<file path="src/rtl/phalign_pkg.sv">
package phalign_pkg;

    typedef enum logic [3:0] {
        S_RESET,
        S_EXIT,
        S_LOCK,
        S_LEAVE_CHK,
        S_LEAVE_STEP,
        S_PAST_STEP,
        S_SEEK_CHK,
        S_SEEK_STEP,
        S_WIN_STEP,
        S_WIN_CHK,
        S_CTR_STEP,
        S_WATCH
    } seq_state_e;

    localparam logic [2:0] CODE_RESET = 3'd0;
    localparam logic [2:0] CODE_EXIT  = 3'd1;
    localparam logic [2:0] CODE_LOCK  = 3'd2;
    localparam logic [2:0] CODE_ALIGN = 3'd3;
    localparam logic [2:0] CODE_WATCH = 3'd4;

    function automatic logic [2:0] status_code(seq_state_e s);
        case (s)
            S_RESET: return CODE_RESET;
            S_EXIT:  return CODE_EXIT;
            S_LOCK:  return CODE_LOCK;
            S_WATCH: return CODE_WATCH;
            default: return CODE_ALIGN;
        endcase
    endfunction

    function automatic logic is_check(seq_state_e s);
        return (s == S_LEAVE_CHK) || (s == S_SEEK_CHK) || (s == S_WIN_CHK);
    endfunction

    function automatic logic is_step(seq_state_e s);
        return (s == S_LEAVE_STEP) || (s == S_PAST_STEP) || (s == S_SEEK_STEP)
            || (s == S_WIN_STEP) || (s == S_CTR_STEP);
    endfunction

endpackage

</file>
<file path="src/rtl/phalign_filter.sv">
module phalign_filter #(
    parameter int WORD_W     = 7,
    parameter logic [WORD_W-1:0] GOOD_WORD = 7'b1100011,
    parameter int FILTER_LEN = 128
) (
    input  logic              clk,
    input  logic              rst_n,
    input  logic              run_i,
    input  logic [WORD_W-1:0] word_i,
    output logic              pass_o,
    output logic              fail_o
);
    localparam int CNT_W = (FILTER_LEN > 1) ? $clog2(FILTER_LEN) : 1;
    localparam logic [CNT_W-1:0] LAST = CNT_W'(FILTER_LEN - 1);

    logic [CNT_W-1:0] cnt_d, cnt_q;
    logic             good;

    always_comb begin
        good   = (word_i == GOOD_WORD);
        pass_o = run_i && good && (cnt_q == LAST);
        fail_o = run_i && !good;
        cnt_d  = '0;
        if (run_i && good && !pass_o) begin
            cnt_d = cnt_q + 1'b1;
        end
    end

    always_ff @(posedge clk or negedge rst_n) begin
        if (!rst_n) cnt_q <= '0;
        else        cnt_q <= cnt_d;
    end

    // an incorrect sample restarts the run of correct samples
    a_r3_bad_clears_run: assert property (@(posedge clk) disable iff (!rst_n)
        (run_i && word_i != GOOD_WORD) |=> (cnt_q == '0));

endmodule

</file>
<file path="src/rtl/phalign_stepper.sv">
module phalign_stepper (
    input  logic clk,
    input  logic rst_n,
    input  logic go_i,
    input  logic dir_i,
    input  logic done_i,
    output logic req_o,
    output logic dir_o,
    output logic fin_o
);
    typedef struct packed {
        logic issued;
        logic req;
        logic dir;
    } step_t;

    step_t d, q;

    always_comb begin
        d     = q;
        d.req = 1'b0;
        fin_o = 1'b0;
        if (!go_i) begin
            d.issued = 1'b0;
        end else if (!q.issued) begin
            if (done_i) begin
                d.req    = 1'b1;
                d.dir    = dir_i;
                d.issued = 1'b1;
            end
        end else if (!q.req && done_i) begin
            fin_o    = 1'b1;
            d.issued = 1'b0;
        end
    end

    always_ff @(posedge clk or negedge rst_n) begin
        if (!rst_n) q <= '0;
        else        q <= d;
    end

    assign req_o = q.req;
    assign dir_o = q.dir;

    a_r4_req_single_cycle: assert property (@(posedge clk) disable iff (!rst_n)
        q.req |=> !q.req);
    a_r4_dir_moves_with_req: assert property (@(posedge clk) disable iff (!rst_n)
        !$stable(q.dir) |-> q.req);
    a_r4_req_needs_done: assert property (@(posedge clk) disable iff (!rst_n)
        $rose(q.req) |-> $past(done_i));

endmodule

</file>
<file path="src/rtl/phalign_ctrl.sv">
module phalign_ctrl
    import phalign_pkg::*;
#(
    parameter int WORD_W     = 7,
    parameter logic [WORD_W-1:0] GOOD_WORD = 7'b1100011,
    parameter int FILTER_LEN = 128,
    parameter int SEEK_MAX   = 1024,
    parameter int WIN_W      = 12
) (
    input  logic              clk,
    input  logic              rst_n,
    input  logic              pll_lock_i,
    input  logic [WORD_W-1:0] clk_word_i,
    input  logic              ps_done_i,
    output logic              pll_rst_o,
    output logic              ps_req_o,
    output logic              ps_dir_o,
    output logic [2:0]        state_o,
    output logic              aligned_o,
    output logic              align_ok_o,
    output logic              align_fail_o
);
    localparam int SCNT_W = $clog2(SEEK_MAX + 1);
    localparam logic [SCNT_W-1:0] SEEK_LIM = SCNT_W'(SEEK_MAX);

    typedef struct packed {
        seq_state_e       st;
        logic             pll_rst;
        logic [SCNT_W-1:0] scnt;
        logic [WIN_W-1:0]  wcnt;
        logic [WIN_W-1:0]  bcnt;
        logic             ok;
        logic             fail;
    } ctl_t;

    ctl_t d, q;

    logic filt_run, filt_pass, filt_fail;
    logic step_go, step_dir, step_fin;
    logic in_align;
    logic [WIN_W-1:0] half;

    phalign_filter #(
        .WORD_W     (WORD_W),
        .GOOD_WORD  (GOOD_WORD),
        .FILTER_LEN (FILTER_LEN)
    ) filt_i (
        .clk    (clk),
        .rst_n  (rst_n),
        .run_i  (filt_run),
        .word_i (clk_word_i),
        .pass_o (filt_pass),
        .fail_o (filt_fail)
    );

    phalign_stepper step_i (
        .clk    (clk),
        .rst_n  (rst_n),
        .go_i   (step_go),
        .dir_i  (step_dir),
        .done_i (ps_done_i),
        .req_o  (ps_req_o),
        .dir_o  (ps_dir_o),
        .fin_o  (step_fin)
    );

    always_comb begin
        in_align = is_check(q.st) || is_step(q.st);
        filt_run = is_check(q.st) && pll_lock_i;
        step_go  = is_step(q.st) && pll_lock_i;
        step_dir = (q.st != S_CTR_STEP);
        half     = q.wcnt >> 1;

        d      = q;
        d.ok   = 1'b0;
        d.fail = 1'b0;

        unique case (q.st)
            S_RESET: begin
                d.pll_rst = 1'b1;
                d.st      = S_EXIT;
            end
            S_EXIT: begin
                if (q.pll_rst) begin
                    d.pll_rst = 1'b0;
                    d.st      = S_LOCK;
                end
            end
            S_LOCK: begin
                if (pll_lock_i) d.st = S_LEAVE_CHK;
            end
            S_LEAVE_CHK: begin
                if (filt_pass)      d.st = S_LEAVE_STEP;
                else if (filt_fail) d.st = S_PAST_STEP;
            end
            S_LEAVE_STEP: begin
                if (step_fin) d.st = S_LEAVE_CHK;
            end
            S_PAST_STEP: begin
                if (step_fin) begin
                    d.scnt = '0;
                    d.st   = S_SEEK_CHK;
                end
            end
            S_SEEK_CHK: begin
                if (filt_pass) begin
                    d.wcnt = WIN_W'(1);
                    d.st   = S_WIN_STEP;
                end else if (filt_fail) begin
                    d.st = S_SEEK_STEP;
                end
            end
            S_SEEK_STEP: begin
                if (step_fin) begin
                    if (q.scnt == SEEK_LIM) begin
                        d.fail = 1'b1;
                        d.st   = S_RESET;
                    end else begin
                        d.scnt = q.scnt + 1'b1;
                        d.st   = S_SEEK_CHK;
                    end
                end
            end
            S_WIN_STEP: begin
                if (step_fin) d.st = S_WIN_CHK;
            end
            S_WIN_CHK: begin
                if (filt_pass) begin
                    if (q.wcnt != '1) d.wcnt = q.wcnt + 1'b1;
                    d.st = S_WIN_STEP;
                end else if (filt_fail) begin
                    if (half == '0) begin
                        d.ok = 1'b1;
                        d.st = S_WATCH;
                    end else begin
                        d.bcnt = half;
                        d.st   = S_CTR_STEP;
                    end
                end
            end
            S_CTR_STEP: begin
                if (step_fin) begin
                    if (q.bcnt == WIN_W'(1)) begin
                        d.ok = 1'b1;
                        d.st = S_WATCH;
                    end else begin
                        d.bcnt = q.bcnt - 1'b1;
                    end
                end
            end
            S_WATCH: begin
                if (!pll_lock_i || clk_word_i != GOOD_WORD) d.st = S_RESET;
            end
            default: d.st = S_RESET;
        endcase

        if (in_align && !pll_lock_i) begin
            d.st = S_RESET;
            d.ok = 1'b0;
        end
    end

    always_ff @(posedge clk or negedge rst_n) begin
        if (!rst_n) begin
            q         <= '0;
            q.st      <= S_RESET;
            q.pll_rst <= 1'b1;
        end else begin
            q <= d;
        end
    end

    assign pll_rst_o    = q.pll_rst;
    assign state_o      = status_code(q.st);
    assign aligned_o    = (q.st == S_WATCH);
    assign align_ok_o   = q.ok;
    assign align_fail_o = q.fail;

    a_r2_exit_releases: assert property (@(posedge clk) disable iff (!rst_n)
        (q.st == S_EXIT) |=> (q.st == S_LOCK && !pll_rst_o));
    a_r8_lock_loss: assert property (@(posedge clk) disable iff (!rst_n)
        (in_align && !pll_lock_i) |=> (state_o == CODE_RESET));
    a_r9_watch_glitch: assert property (@(posedge clk) disable iff (!rst_n)
        (aligned_o && clk_word_i != GOOD_WORD) |=> (state_o == CODE_RESET));
    a_r10_ok_single: assert property (@(posedge clk) disable iff (!rst_n)
        align_ok_o |=> !align_ok_o);
    a_r10_ok_in_watch: assert property (@(posedge clk) disable iff (!rst_n)
        align_ok_o |-> aligned_o);
    a_r6_fail_in_reset: assert property (@(posedge clk) disable iff (!rst_n)
        align_fail_o |-> (state_o == CODE_RESET));

endmodule

</file>
<file path="config.mk">
export PLATFORM = sky130hd
export DESIGN_NAME = phalign_ctrl
export DESIGN_NICKNAME = d
export VERILOG_FILES = /design/src/rtl/phalign_pkg.sv /design/src/rtl/phalign_filter.sv /design/src/rtl/phalign_stepper.sv /design/src/rtl/phalign_ctrl.sv
export SDC_FILE = /design/constraint.sdc
export NUM_CORES = 1
export LEC_CHECK = 0
export BUFFER_PORTS_ARGS = -buffer_cell sky130_fd_sc_hd__buf_4
export CELL_PAD_IN_SITES_DETAIL_PLACEMENT = 1
export CELL_PAD_IN_SITES_GLOBAL_PLACEMENT = 1
export CORE_UTILIZATION = 30
export CTS_CLUSTER_DIAMETER = 40
export CTS_CLUSTER_SIZE = 16
export DETAILED_ROUTE_END_ITERATION = 16
export HOLD_SLACK_MARGIN = 0.15
export PLACE_DENSITY = 0.56
export SLEW_MARGIN = 20
export SYNTH_ARGS = -nofsm -noshare
export SYNTH_HDL_FRONTEND = slang
export SYNTH_SLANG_ARGS = --single-unit
</file>
<file path="constraint.sdc">
create_clock -name clk -period 2.15 [get_ports clk]
set_input_delay 0.215 -clock clk [delete_from_list [all_inputs] [get_ports clk]]
set_output_delay 0.215 -clock clk [all_outputs]
set_load 0.005 [all_outputs]
</file>
Word level (Yosys, flattened, before mapping)

Cells that the tools add are included.

Bits of input ports: 11
Register bits after elaboration: 52
Word-level logic and storage cells: 139
Output and inout bits: 9

Add/sub/neg operators: 4
Bitwise logic cells: 1
Eq/ne operators: 41
Muxes and demuxes: 51
Reduce and logical (&&, ||, !) cells: 31

Operator list:

| kind                  | number |
|---|---|
| $mux 12               | 5 |
| $mux 4                | 15 |
| $pmux 4 s12           | 1 |
| $mux 13               | 3 |
| $mux 11               | 3 |
| $pmux 13 s2           | 1 |
| $pmux 12 s2           | 1 |
| $pmux 11 s2           | 1 |
| $eq 4x3->1 const B    | 4 |
| $eq 4x4->1 const B    | 4 |
| $ne 2x2->1 const B    | 8 |
| $ne 3x2->1 const B    | 5 |
| $eq 7x7->1 const B    | 2 |
| $mux 1                | 13 |
| $add 12x1->12 const B | 1 |
| $eq 12x1->1 const B   | 1 |
| $logic_not 12->1      | 1 |
| $ne 12x12->1 const B  | 1 |
| $ne 4x2->1 const B    | 3 |
| $pmux 3 s4            | 1 |
| $reduce_and 12->1     | 1 |
| $sub 12x1->12 const B | 1 |
| $add 11x1->11 const B | 1 |
| $eq 11x11->1 const B  | 1 |
| 22 further kinds      | 50 |

Longest topological paths before layout

Depth in word-level cells: 10
Gate-level depth with buffers: 9
Gate-level depth less buffers: 7

Hierarchy

From an unflattened synthesis, not the netlist that was laid out.

Cells, all modules: 371
Area total of the unflattened synthesis: 3365.7 µm²

By module, submodules not included:

| module          | area each (µm²) | cells each | times used | sequential area each (µm²) |
|---|---|---|---|---|
| phalign_ctrl    | 2861.5          | 327        | 1          | 1052.3 |
| phalign_filter  | 361.6           | 35         | 1          | 175.2 |
| phalign_stepper | 142.6           | 9          | 1          | 75.1 |

Worst setup path before layout

OpenSTA, ideal clock, no wires.

Kind: register to register
Start point: register q[14] in the netlist's numbering
End point: register q, in the netlist half[2]
Stages on the path, launching flop included: 8
Required time: 2073 ps
Library setup time: 77 ps
Period minus slack after synthesis: 1836 ps
Data arrival time: 1759 ps
Path buffers: 1
Setup slack: 314 ps
Cell sequence: dfrtp_1 ha_1 nand3_1 nor2_1 and3_1 clkbuf_1 or4_1 a21oi_1

Cells in the longest elaborated chain, start to end: 4
Elaborated cells between the ends (all ways): 7
Classes of those cells: 1 x add/sub; 2 x eq/ne; 3 x mux; 1 x reduce/logical

Ends and longest elaborated chain:

| item          | RTL line            | source |
|---|---|---|
| from (decl)   | phalign_ctrl.sv:36  | `ctl_t d, q;` |
| $add 12x1->12 | phalign_ctrl.sv:129 | `if (q.wcnt != '1) d.wcnt = q.wcnt + 1'b1;` |
| $mux 12       | phalign_ctrl.sv:129 |  |
| $mux 12       | phalign_ctrl.sv:128 | `if (filt_pass) begin` |
| $pmux 12 s2   | phalign_ctrl.sv:78  | `unique case (q.st)` |

Several ways; a longest one is shown, not always the timed one. The select of a mux whose other input is x is not followed.
A chain may end at the register's enable or synchronous reset.

Worst setup path after layout

Start point: register q[39] in the netlist's numbering
End point: register q[38] in the netlist's numbering

Cells in the longest elaborated chain, start to end: 9
Elaborated cells between the ends (all ways): 44
Classes of those cells: 23 x eq/ne; 6 x mux; 15 x reduce/logical

Ends and longest elaborated chain:

| item                                                                | RTL line                                | source |
|---|---|---|
| $eq 4x3->1 (tied with other cells)                                  | phalign_pkg.sv:39, phalign_ctrl.sv:78   |  |
| $logic_or 1x1->1 (on tied branches) (2 in a row)                    | phalign_pkg.sv:39, phalign_pkg.sv:35    |  |
| $logic_or 1x1->1 / $logic_and 1x1->1 (equally long branches)        | phalign_pkg.sv:40, phalign_ctrl.sv:69   |  |
| $logic_or 1x1->1 / $logic_and 1x1->1 (equally long branches)        | phalign_pkg.sv:40, phalign_filter.sv:21 |  |
| $logic_and 1x1->1 (tied with other cells)                           | phalign_ctrl.sv:70                      | `step_go = is_step(q.st) && pll_lock_i;` |
| $mux 1 (tied with other cells)                                      | phalign_stepper.sv:23                   | `if (!go_i) begin` |
| $ne 3x2->1 (no source line) (tied with other cells)                 | --                                      |  |
| $reduce_and 12->1 (no source line) / $mux 4 (equally long branches) | --                                      |  |

Several ways; a longest one is shown, not always the timed one.

==> run metrics <==
CP peak stage delay 0.48 ns; maximum VDD drop 432 uV; data arrival at the endpoint of the critical path 2.20 ns; Clock Tree Buf Depth 2; Post-Route WL 9410 um; final count of pins violating max slew 0; count of mapped cells out of synthesis 377; sum of routed wire segments on met1 4680 um; TritonCTS buffer count 5; post-layout min period 1.98 ns; routed vias/inst 5.44; run status finished clean; starting density of the core 0.314; number of fillers in the final layout 1,310; number of enable-type register cells in the synthesized netlist 0; Sink Count 52; number of diodes 0; height of the chip 109 um; Avg Synthesized Cell Area 9.18 um^2; via count of the routed design 2,997; worst slew margin relative to its limit 0.534; gr ovfl total 0; flip-flop and latch count after synthesis 52; layout net count 427; Max Fanout on Critical Path 10; clock tree from TritonCTS yes; top routing layer used met4; Post-Syn Area 3460 um^2; most frequent cells in the layout sky130_fd_sc_hd__dfrtp_1, sky130_fd_sc_hd__buf_4, sky130_fd_sc_hd__nor2_1; H-tree levels 2; gate family responsible for the most delay along the worst path compound AO/OA/AOI/OAI gates; area growth from synthesis to layout 17.1%; horizontal die dimension 109 um; Clock Pin Slew Worst Setup and Hold Paths 0.07 ns; worst min path class in2reg; reported max-cap violation count 0; Detail Placement HPWL 7030 um; clk root buf sky130_fd_sc_hd__clkbuf_16; Async SR Flop Fraction 1.00; floorplan core area 11,000 um^2; routed length per placed instance 17.1 um; vias in the first global route 3,201; f_max 504 MHz; final hold violations 0; met2 layer wire length in the routed design 4400 um; input/output buffers 19; number of remaining DRC errors 0; count of warnings emitted by yosys 0; PD cells 710 nW/um^2; Worst Max-Slew Pin Slew 0.698 ns; crit path cell chain buf_4, or3b_2, a211oi_2, a221oi_2, o21ai_2, mux2i_1; Power Total 2880 uW; initial antenna violation count 0; fraction of layout instances using a drive strength above 1 0.202; cell type of the slowest stage on the worst timing path sky130_fd_sc_hd__dfrtp_2; most common cell after layout, fill and taps aside sky130_fd_sc_hd__dfrtp_1; overall global routing resource usage 0.176; class of the most critical setup path reg2reg; type of origin of the critical path flop; register-to-register setup slack 0.17 ns; leakage power of the design 0.00168 uW; number of violations reported at the end of detailed-routing iteration 0 83; Post-DRT Antenna Nets 0; CP Buf/Inv Count 1; met3 wirelength from detailed routing 275 um; first-pass GRT wire length 16,400 um; final estimated routing congestion in global placement 0.835; critical path capture point type flop; flip-flop cell with the highest count after synthesis sky130_fd_sc_hd__dfrtp_1; Final setup viols 0; unique cell type count in the Yosys netlist 72; largest net degree at the start of global routing 53; sequential area share after synthesis 0.376; Fin Clk Skew 0.00597 ns; data required time at the worst endpoint 2.37 ns; TNS Setup 0 ns; Initial DRT Pass Iterations 4; die area 12,000 um^2; RSZ-0062 raised after global routing false; clock insertion delay at the later pin of the skew report 0.30 ns; number of placed I/O pins 20; number of cell rows 38; synthesized netlist net count 394; Final period util 0.922
-- layer usage --
metal,up-vias,GRT usage
li1,1454,-
met5,-,0
met3,5,0.0267
met2,37,0.290
met4,0,0.0352
met1,1501,0.244
-- cell type report --
class / count / area (um^2) / share of cell area
multi-input combinational: 291 / 1990 / 0.490
sequential: 52 / 1300 / 0.322
timing repair buffer: 47 / 368 / 0.0907
tap: 140 / 175 / 0.0432
clock buffer: 5 / 125 / 0.0309
inverter: 13 / 48.8 / 0.0120
clock inverter: 3 / 46.3 / 0.0114
-- per-stage QoR --
stage / hold slack [ns] / util / setup slack, ns / cells / cell area, um^2
floorplan: -0.0806 / - / 0.314 / 377 / 3460
global placement: 0.320 / 0.351 / 0.188 / 542 / 3870
detailed placement: 0.318 / 0.351 / 0.131 / 542 / 3870
CTS: 0.211 / 0.367 / 0.112 / 551 / 4050
global route: 0.229 / 0.368 / 0.0191 / 551 / 4050
finish: 0.221 / 0.368 / 0.167 / 551 / 4050
-- flip-flops by register name, indices dropped and copies added (netlist names) --
signal	cells
filt_i.cnt_q	7
half	11
step_i.req_o	1
pll_rst_o	1
q	28
align_ok_o	1
align_fail_o	1
step_i.q	1
step_i.dir_o	1
-- final timing paths --
check,endpoint,cells after the start,from
worst max-delay path,q[38],6,q[39]
worst min-delay path,step_i.q[2],3,ps_done_i
worst max register to register,q[38],6,q[39]
worst min register to register,filt_i.cnt_q[0],1,filt_i.cnt_q[0]
max in group asynchronous,q[39],2,rst_n
min in group asynchronous,q[29],2,rst_n
-- tightest hold or removal path, stage by stage --
cell and delay [ns]:
sky130_fd_sc_hd__buf_4 0.09, sky130_fd_sc_hd__nor2_1 0.04, sky130_fd_sc_hd__nor3_1 0.12
-- power by group --
| group | internal (uW) | leakage [uW] | switching (uW) | total, uW |
|---|---|---|---|---|
| sequential | 1040 | 0.000695 | 94.8 | 1140 |
| clock | 554 | 0.0000804 | 392 | 946 |
| combinational | 366 | 0.000906 | 428 | 795 |
| total | 1960 | 0.00168 | 915 | 2880 |
-- Yosys cell counts, types with 3 or more instances --
cell,number,share of area
sky130_fd_sc_hd__and3_1,10,0.018
sky130_fd_sc_hd__nor2b_1,7,0.013
sky130_fd_sc_hd__o21ai_0,8,0.012
sky130_fd_sc_hd__xnor2_1,10,0.025
sky130_fd_sc_hd__buf_2,8,0.012
sky130_fd_sc_hd__a21oi_1,10,0.014
sky130_fd_sc_hd__inv_1,13,0.014
sky130_fd_sc_hd__o211ai_1,3,0.0065
sky130_fd_sc_hd__o2bb2ai_1,9,0.023
sky130_fd_sc_hd__a22oi_1,4,0.0087
sky130_fd_sc_hd__nor2_1,35,0.038
sky130_fd_sc_hd__nor3_1,15,0.022
sky130_fd_sc_hd__and4_1,4,0.010
sky130_fd_sc_hd__or4_1,3,0.0065
sky130_fd_sc_hd__nand4_1,9,0.016
sky130_fd_sc_hd__nor3b_1,4,0.0087
sky130_fd_sc_hd__a21o_1,4,0.0087
sky130_fd_sc_hd__nand2_1,28,0.030
sky130_fd_sc_hd__clkbuf_1,5,0.0054
sky130_fd_sc_hd__nand2b_1,10,0.018
sky130_fd_sc_hd__ha_1,6,0.022
sky130_fd_sc_hd__dfrtp_1,51,0.37
sky130_fd_sc_hd__nand3_1,27,0.039
sky130_fd_sc_hd__o31ai_1,4,0.0087
sky130_fd_sc_hd__mux2i_1,11,0.032
sky130_fd_sc_hd__buf_4,5,0.011
sky130_fd_sc_hd__nor4_1,12,0.022
sky130_fd_sc_hd__mux2_2,3,0.0098
-- cell families (layout without fill, tap and decap cells) --
family | after synthesis | in the layout | share of synthesized area
multiplexers | 14 | 14 | 0.0416
AND/OR/NAND/NOR | 193 | 193 | 0.328
XOR/XNOR | 13 | 13 | 0.0351
AO/OA/AOI/OAI | 65 | 65 | 0.148
adder cells (fa/ha/maj) | 6 | 6 | 0.0217
flip-flops | 52 | 52 | 0.376
buffers and inverters | 34 | 68 | 0.0495
-- repair_timing --
item | in CTS | in global routing
setup buffers | 0 | 0
resized for setup | 0 | 1
setup endpoints to repair | 0 | 1
hold buffers | 1 | 0
endpoints found under the hold margin | 51 | 0
(Power assumes the default switching activity.)
